--- src/rtl/i2c_irq_pkg.sv ---
package i2c_irq_pkg;
  localparam int unsigned EV_NUM = 7;

  typedef enum logic [2:0] {
    EV_ARB  = 3'd0,
    EV_NACK = 3'd1,
    EV_ARDY = 3'd2,
    EV_RRDY = 3'd3,
    EV_XRDY = 3'd4,
    EV_STOP = 3'd5,
    EV_AAS  = 3'd6
  } ev_idx_e;

  // flags cleared by writing 1 to status
  localparam logic [EV_NUM-1:0] W1C_DEF  = 7'b010_1100;
  // flags cleared by a vector read that reports them
  localparam logic [EV_NUM-1:0] VCLR_DEF = 7'b101_0011;
endpackage

--- src/rtl/irq_flag_bank.sv ---
module irq_flag_bank #(
  parameter int unsigned N = 7
) (
  input  logic         clk_i,
  input  logic         rst_ni,
  input  logic [N-1:0] set_i,
  input  logic [N-1:0] clr_i,
  output logic [N-1:0] flag_o
);
  for (genvar g = 0; g < N; g++) begin : g_flag
    always_ff @(posedge clk_i or negedge rst_ni) begin
      if (!rst_ni)        flag_o[g] <= 1'b0;
      else if (set_i[g])  flag_o[g] <= 1'b1;
      else if (clr_i[g])  flag_o[g] <= 1'b0;
    end
  end


  flag_set_chk: assert property (@(posedge clk_i) disable iff (!rst_ni)
    (set_i != '0) |=> ((flag_o & $past(set_i)) == $past(set_i)));


  flag_rise_chk: assert property (@(posedge clk_i) disable iff (!rst_ni)
    ((flag_o & ~$past(flag_o) & ~$past(set_i)) == '0));
endmodule

--- src/rtl/irq_prio_enc.sv ---
module irq_prio_enc #(
  parameter int unsigned N      = 7,
  parameter int unsigned CODE_W = 3
) (
  input  logic [N-1:0]      req_i,
  output logic [N-1:0]      grant_o,
  output logic [CODE_W-1:0] code_o
);
  // lowest index wins
  always_comb begin
    grant_o = '0;
    code_o  = '0;
    for (int i = N - 1; i >= 0; i--) begin
      if (req_i[i]) begin
        grant_o    = '0;
        grant_o[i] = 1'b1;
        code_o     = CODE_W'(i + 1);
      end
    end
  end
endmodule

--- src/rtl/bus_busy_trk.sv ---
module bus_busy_trk (
  input  logic clk_i,
  input  logic rst_ni,
  input  logic start_i,
  input  logic stop_i,
  output logic busy_o
);
  always_ff @(posedge clk_i or negedge rst_ni) begin
    if (!rst_ni)      busy_o <= 1'b0;
    else if (start_i) busy_o <= 1'b1;
    else if (stop_i)  busy_o <= 1'b0;
  end


  bb_set_chk: assert property (@(posedge clk_i) disable iff (!rst_ni)
    start_i |=> busy_o);


  bb_clr_chk: assert property (@(posedge clk_i) disable iff (!rst_ni)
    (stop_i && !start_i) |=> !busy_o);
endmodule

--- src/rtl/i2c_irq_vec_unit.sv ---
module i2c_irq_vec_unit
  import i2c_irq_pkg::*;
#(
  parameter int unsigned           DATA_W    = 16,
  parameter int unsigned           ADDR_W    = 6,
  parameter int unsigned           NUM_EV    = EV_NUM,
  parameter logic [ADDR_W-1:0]     OFS_MASK  = 6'h04,
  parameter logic [ADDR_W-1:0]     OFS_STAT  = 6'h08,
  parameter logic [ADDR_W-1:0]     OFS_VEC   = 6'h28,
  parameter int unsigned           RSF_BIT   = 11,
  parameter int unsigned           BB_BIT    = 12,
  parameter logic [NUM_EV-1:0]     W1C_MASK  = W1C_DEF,
  parameter logic [NUM_EV-1:0]     VCLR_MASK = VCLR_DEF
) (
  input  logic              clk_i,
  input  logic              rst_ni,
  input  logic [NUM_EV-1:0] evt_i,
  input  logic              bus_start_i,
  input  logic              rx_full_i,
  input  logic              rx_data_rd_i,
  input  logic              reg_we_i,
  input  logic              reg_re_i,
  input  logic [ADDR_W-1:0] reg_addr_i,
  input  logic [DATA_W-1:0] reg_wdata_i,
  output logic [DATA_W-1:0] reg_rdata_o,
  output logic              irq_o
);
  localparam int unsigned CODE_W = $clog2(NUM_EV + 1);

  logic [NUM_EV-1:0] flags, mask_q, clr, grant, pend;
  logic [CODE_W-1:0] vec_code;
  logic              busy;
  logic              mask_wr, stat_wr, vec_rd;

  assign mask_wr = reg_we_i && (reg_addr_i == OFS_MASK);
  assign stat_wr = reg_we_i && (reg_addr_i == OFS_STAT);
  assign vec_rd  = reg_re_i && (reg_addr_i == OFS_VEC);

  always_ff @(posedge clk_i or negedge rst_ni) begin
    if (!rst_ni)      mask_q <= '0;
    else if (mask_wr) mask_q <= reg_wdata_i[NUM_EV-1:0];
  end

  always_comb begin
    clr = '0;
    if (stat_wr)      clr = clr | (reg_wdata_i[NUM_EV-1:0] & W1C_MASK);
    if (rx_data_rd_i) clr[EV_RRDY] = 1'b1;
    if (vec_rd)       clr = clr | (grant & VCLR_MASK);
  end

  irq_flag_bank #(.N(NUM_EV)) i_flags (
    .clk_i  (clk_i),
    .rst_ni (rst_ni),
    .set_i  (evt_i),
    .clr_i  (clr),
    .flag_o (flags)
  );

  assign pend = flags & mask_q;

  irq_prio_enc #(.N(NUM_EV), .CODE_W(CODE_W)) i_enc (
    .req_i   (pend),
    .grant_o (grant),
    .code_o  (vec_code)
  );

  bus_busy_trk i_bb (
    .clk_i   (clk_i),
    .rst_ni  (rst_ni),
    .start_i (bus_start_i),
    .stop_i  (evt_i[EV_STOP]),
    .busy_o  (busy)
  );

  assign irq_o = |pend;

  always_comb begin
    reg_rdata_o = '0;
    case (reg_addr_i)
      OFS_MASK: reg_rdata_o[NUM_EV-1:0] = mask_q;
      OFS_STAT: begin
        reg_rdata_o[NUM_EV-1:0] = flags;
        reg_rdata_o[RSF_BIT]    = rx_full_i;
        reg_rdata_o[BB_BIT]     = busy;
      end
      OFS_VEC:  reg_rdata_o[CODE_W-1:0] = vec_code;
      default:  reg_rdata_o = '0;
    endcase
  end


  irq_vec_chk: assert property (@(posedge clk_i) disable iff (!rst_ni)
    irq_o == (vec_code != '0));


  grant_onehot_chk: assert property (@(posedge clk_i) disable iff (!rst_ni)
    $onehot0(grant) && ((grant & ~flags) == '0));


  vec_clr_chk: assert property (@(posedge clk_i) disable iff (!rst_ni)
    (vec_rd && ((grant & VCLR_MASK) != '0) && ((grant & evt_i) == '0))
      |=> ((flags & $past(grant)) == '0));


  masked_keep_chk: assert property (@(posedge clk_i) disable iff (!rst_ni)
    (vec_rd && !stat_wr && !rx_data_rd_i) |=> ((($past(flags) & ~$past(mask_q)) & ~flags) == '0));
endmodule

--- config.mk ---
export PLATFORM = sky130hd
export DESIGN_NAME = i2c_irq_vec_unit
export DESIGN_NICKNAME = d
export VERILOG_FILES = /design/src/rtl/i2c_irq_pkg.sv /design/src/rtl/irq_flag_bank.sv /design/src/rtl/irq_prio_enc.sv /design/src/rtl/bus_busy_trk.sv /design/src/rtl/i2c_irq_vec_unit.sv
export SDC_FILE = /design/constraint.sdc
export NUM_CORES = 1
export LEC_CHECK = 0
export CORE_MARGIN = 2
export CORE_UTILIZATION = 40
export DETAILED_ROUTE_END_ITERATION = 16
export GPL_TIMING_DRIVEN = 0
export PLACE_DENSITY_LB_ADDON = 0.05
export SETUP_SLACK_MARGIN = 0.5
export SKIP_CTS_REPAIR_TIMING = 1
export SLEW_MARGIN = 10
export SYNTH_ARGS = -nofsm -noshare
export SYNTH_HDL_FRONTEND = slang
export SYNTH_SLANG_ARGS = --single-unit
--- constraint.sdc ---
create_clock -name clk_i -period 2.08 [get_ports clk_i]
set_input_delay 0.416 -clock clk_i [delete_from_list [all_inputs] [get_ports clk_i]]
set_output_delay 0.416 -clock clk_i [all_outputs]
set_load 0.005 [all_outputs]
=== After elaboration in Yosys (flattened, before gate mapping) ===
Cells that the tools add are included.

* Mux-type cells: 36
* Equal/unequal tests: 3
* Reduce and logical (&&, ||, !) cells: 12
* Bitwise logic cells: 2

{| class="wikitable"
|+ Operators with widths
! operator !! number
|-
| 7-bit 2-to-1 mux || 8
|-
| 3-bit 2-to-1 mux || 7
|-
| 1-bit 2-to-1 mux || 17
|-
| 2-bit nonzero test || 8
|-
| 3-bit case mux with 3 select lines || 1
|-
| 4-bit case mux with 2 select lines || 1
|-
| 7-bit bitwise AND || 1
|-
| 6-bit by 7-bit bitwise OR with 7-bit output || 1
|-
| 7-bit OR reduction || 1
|-
| 6-bit by 3-bit == test with 1-bit output, second input constant || 1
|-
| 6-bit by 4-bit == test with 1-bit output, second input constant || 1
|-
| 6-bit == test, second input constant || 1
|-
| 6-bit 2-to-1 mux || 1
|-
| 1-bit logical AND || 3
|-
| 2-bit 2-to-1 mux || 1
|}

* Logic and storage cells: 62
* Register bits: 15
* Bits of input ports: 36

=== Depth between registers and ports, before layout ===
* Depth in word-level cells: 12
* Mapped depth: 5

=== Modules after synthesis ===
Synthesis repeated with hierarchy kept, for this count alone.

* Cell total of the unflattened synthesis: 107
* Area, all modules: 1,017.2 um^2

{| class="wikitable"
|+ Modules (own cells, without submodules)
! module !! instances !! cells an instance !! area an instance (um^2) !! sequential area each (um^2)
|-
| i2c_irq_vec_unit || 1 || 63 || 600.6 || 175.2
|-
| irq_flag_bank || 1 || 21 || 254.0 || 175.2
|-
| irq_prio_enc || 1 || 20 || 126.4 || 0.0
|-
| bus_busy_trk || 1 || 3 || 36.3 || 25.0
|}

=== Worst setup path before layout ===
OpenSTA, ideal clock, no wires.

* Path kind: input to output
* Start: in reg_addr_i[3]
* End: out reg_rdata_o[1]
* Data arrival time: 1.246 ns
* Setup slack: 0.418 ns
* Cell stages on the path: 4
* Required time: 1.664 ns
* Buffers on the path: 1
* Cell sequence: nor2b_1 > and3b_2 > buf_2 > a221o_2

* Word-level cells in the longest chain between the ends: 2

{| class="wikitable"
|+ Ends and longest elaborated chain
! element !! line !! text
|-
| start, declared || i2c_irq_vec_unit.sv:23 || <nowiki>input logic [ADDR_W-1:0] reg_addr_i,</nowiki>
|-
| 6-bit == test, or another cell as far along || i2c_irq_vec_unit.sv:79 || <nowiki>case (reg_addr_i)</nowiki>
|-
| 3-bit case mux with 3 select lines * || i2c_irq_vec_unit.sv:79 ||
|-
| end, declared || i2c_irq_vec_unit.sv:25 || <nowiki>output logic [DATA_W-1:0] reg_rdata_o,</nowiki>
|}

Every way passes the cells marked *; elsewhere a longest branch is shown, timed or not.

=== Worst setup path in the final report ===
Ends and elaborated chain as after synthesis.

==> results.cfg <==
[run_status]
status = finished clean

[floorplan]
rows = 17
chipHeight_um = 52.2
initial_core_util_pct = 42.0
core_um2 = 2210
dieArea_um2 = 2720
ioPinCount = 53
chipWidth_um = 52.2

[worst_setup_path]
required_ps = 1660
cp_max_fo = 3
cpLargestDelayFamily = buffers and inverters
arrival_ps = 1530
crit_type = in -> out
crit_chain = buf_6, nor2b_4, and3b_2, buf_6, buf_6, a221o_2, clkbuf_2
worst-path-buf-inv = 4
critPathSlowestCell = a221o_2
worstSetupStartpointType = input pin
crit_path_frequent_cell = buf_6
cp_slowest_stage_delay_ps = 340
setup.worst_path.end_class = output pin

[global_route]
grt_remaining_overflow = 0
grt_pass1_vias = 829
track_usage_pct = 17.8
antenna_found_initial = 0
grt_pass1_wl_um = 3490
grt_max_degree = 16

[final_layout]
n_antenna_cell = 0
filler_cell_count = 183
nets = 191
multi_input_area_um2 = 573
final_area_um2 = 1620
areaGrowthSynthToFinish_pct = 74.8
layout_common_cells = 23 x buf_4, 20 x clkdlybuf4s50_1, 13 x buf_6, 13 x dfrtp_1, 8 x clkbuf_2
drive_above_1_share_pct = 52.6
final_cells = 182
seq_area_um2 = 378
finish.utilization_pct = 73.4
layout_commonest_cell = buf_4

[clock_tree]
clock_path_buffers = 2
clkTransAtPathRegs_ps = 100
cts_tree = done
htreeDepth = 1
clock_sinks = 15
cts_buffers = 3
cts_root_buffer = clkbuf_4
clk_latency_ps = 290

[place]
place.gp.congestion = 0.772
pre_cts_slack_ps = -545
place_area_um2 = 1350
dp_cells = 155
hpwl_um = 1660
portBuffers = 36

[synthesis]
synth_cells = 85
ys_warn_count = 0
yosys-top-cells-area = dfrtp_1 40%, mux2_4 11%, buf_4 5.7%, nand3_1 4.9%, a22o_2 4.3%
synth-compound-area-share_pct = 21.3
synth_fa_ha_area_share_pct = 0
synth_area_per_cell_um2 = 10.9
yosysTopAreaCellShare_pct = 40.4
synth-seq-cells = 15
synth_top_family_by_area = compound AO/OA/AOI/OAI gates
synth_area_leader_cell = dfrtp_1
synth-xor-area-share_pct = 0
synth_area_um2 = 928
ys_types = 31
yosysSeqAreaShare_pct = 40.4
synth.area.mux_share_pct = 11.3
yosys.area_share.simple_pct = 18.3

[timing]
rsz0062_at_grt = yes
setup_viol = 0
skew_ps = 4.90
worst_hold_slack_ps = 492
timing.final.crit_period_ps = 1950
fmax_ghz = 0.513
slew_viol_final = 0
finalCritPeriodShare_pct = 93.8
worstMarginPinSlew_ps = 742
final_hold_viol_count = 0
relSlewSlack_pct = 50.4
setup_slack_ps = 130

[power]
max-vdd-ir-drop_mv = 0.346
leakagePower_nw = 0.796
power.density_nw_per_um2 = 468

[drt]
firstDrtPassIters = 4
drc = 0
final_antenna_net_count = 0
routedWlPerCell_um = 14.6
via_count = 935
wirelength_um = 2650
drt-initial-drc-count = 14
routed_via_density = 5.14

[worst_hold_path]
hold_path_class = reg -> reg

[job]
cap_violations = 0
stage by stage:
step	setup TNS [ps]	power [mW]
after floorplan	0	0.433
after global placement	-4050	0.522
after detailed placement	-4280	0.528
after CTS	-4410	0.702
after global routing	0	0.802
final	0	0.759
routing by layer:
metal	global-route usage, %	share of wire, %
met1	19.1	39
met2	30.8	52
met5	0	0
met3	5.43	6.9
met4	10.3	2.2
kinds of logic after synthesis:
group,Yosys count
AO/OA/AOI/OAI,24
buffers and inverters,11
flip-flops,15
multiplexers,7
other,1
AND/OR/NAND/NOR,27
flip-flops by register name, indices dropped and copies added (netlist names):
| name | flops |
|---|---|
| i_bb.busy_o | 1 |
| i_flags.flag_o | 7 |
| mask_q | 7 |
report_power, final:
part / switching [mW] / internal (mW) / total, mW
Sequential: 0.0256 / 0.313 / 0.339
Combinational: 0.0965 / 0.150 / 0.246
Clock: 0.102 / 0.0717 / 0.174
Yosys cell counts, drive strengths merged:
cell and count:
a21o 5, a21oi 2, a221o 1, a221oi 1
a22o 5, a22oi 3, a31o 2, a32o 1
and2 2, and3b 1, and4 1, and4bb 1
buf 9, conb 1, dfrtp 15, inv 2
mux2 7, nand2 9, nand2b 1, nand3 9
nand3b 1, nor2b 1, nor3 1, o21ai 1
o22a 1, o31ai 1, o32a 1
cell type report:
type	count	area share [%]
Buffer	9	4.63
Clock buffer	3	1.39
Clock inverter	1	0.308
Inverter	2	0.463
Multi-Input combinational cell	65	35.3
Sequential cell	15	23.3
Tap cell	28	2.16
Timing Repair Buffer	59	32.5
worst reg2reg max path, delay by kind of cell (launching register included):
kind	cells	cell delay, ps
compound gates	2	630
simple gates	1	150
flops	1	430
path summary, 6_finish.rpt:
kind,from,end,slack [ps],cells after the start
worst max-delay path,reg_addr_i[3],reg_rdata_o[1],130,7
worst min-delay path,i_bb.busy_o$_DFFE_PN0P_,i_bb.busy_o$_DFFE_PN0P_,490,1
worst max register to register,mask_q[1]$_DFFE_PN0P_,i_flags.flag_o[6]$_DFFE_PN0P_,750,3
worst min register to register,i_bb.busy_o$_DFFE_PN0P_,i_bb.busy_o$_DFFE_PN0P_,490,1
max in group asynchronous,rst_ni,mask_q[6]$_DFFE_PN0P_,1020,1
min in group asynchronous,rst_ni,i_flags.flag_o[1]$_DFFE_PN0P_,550,1
(Power assumes the default switching activity.)
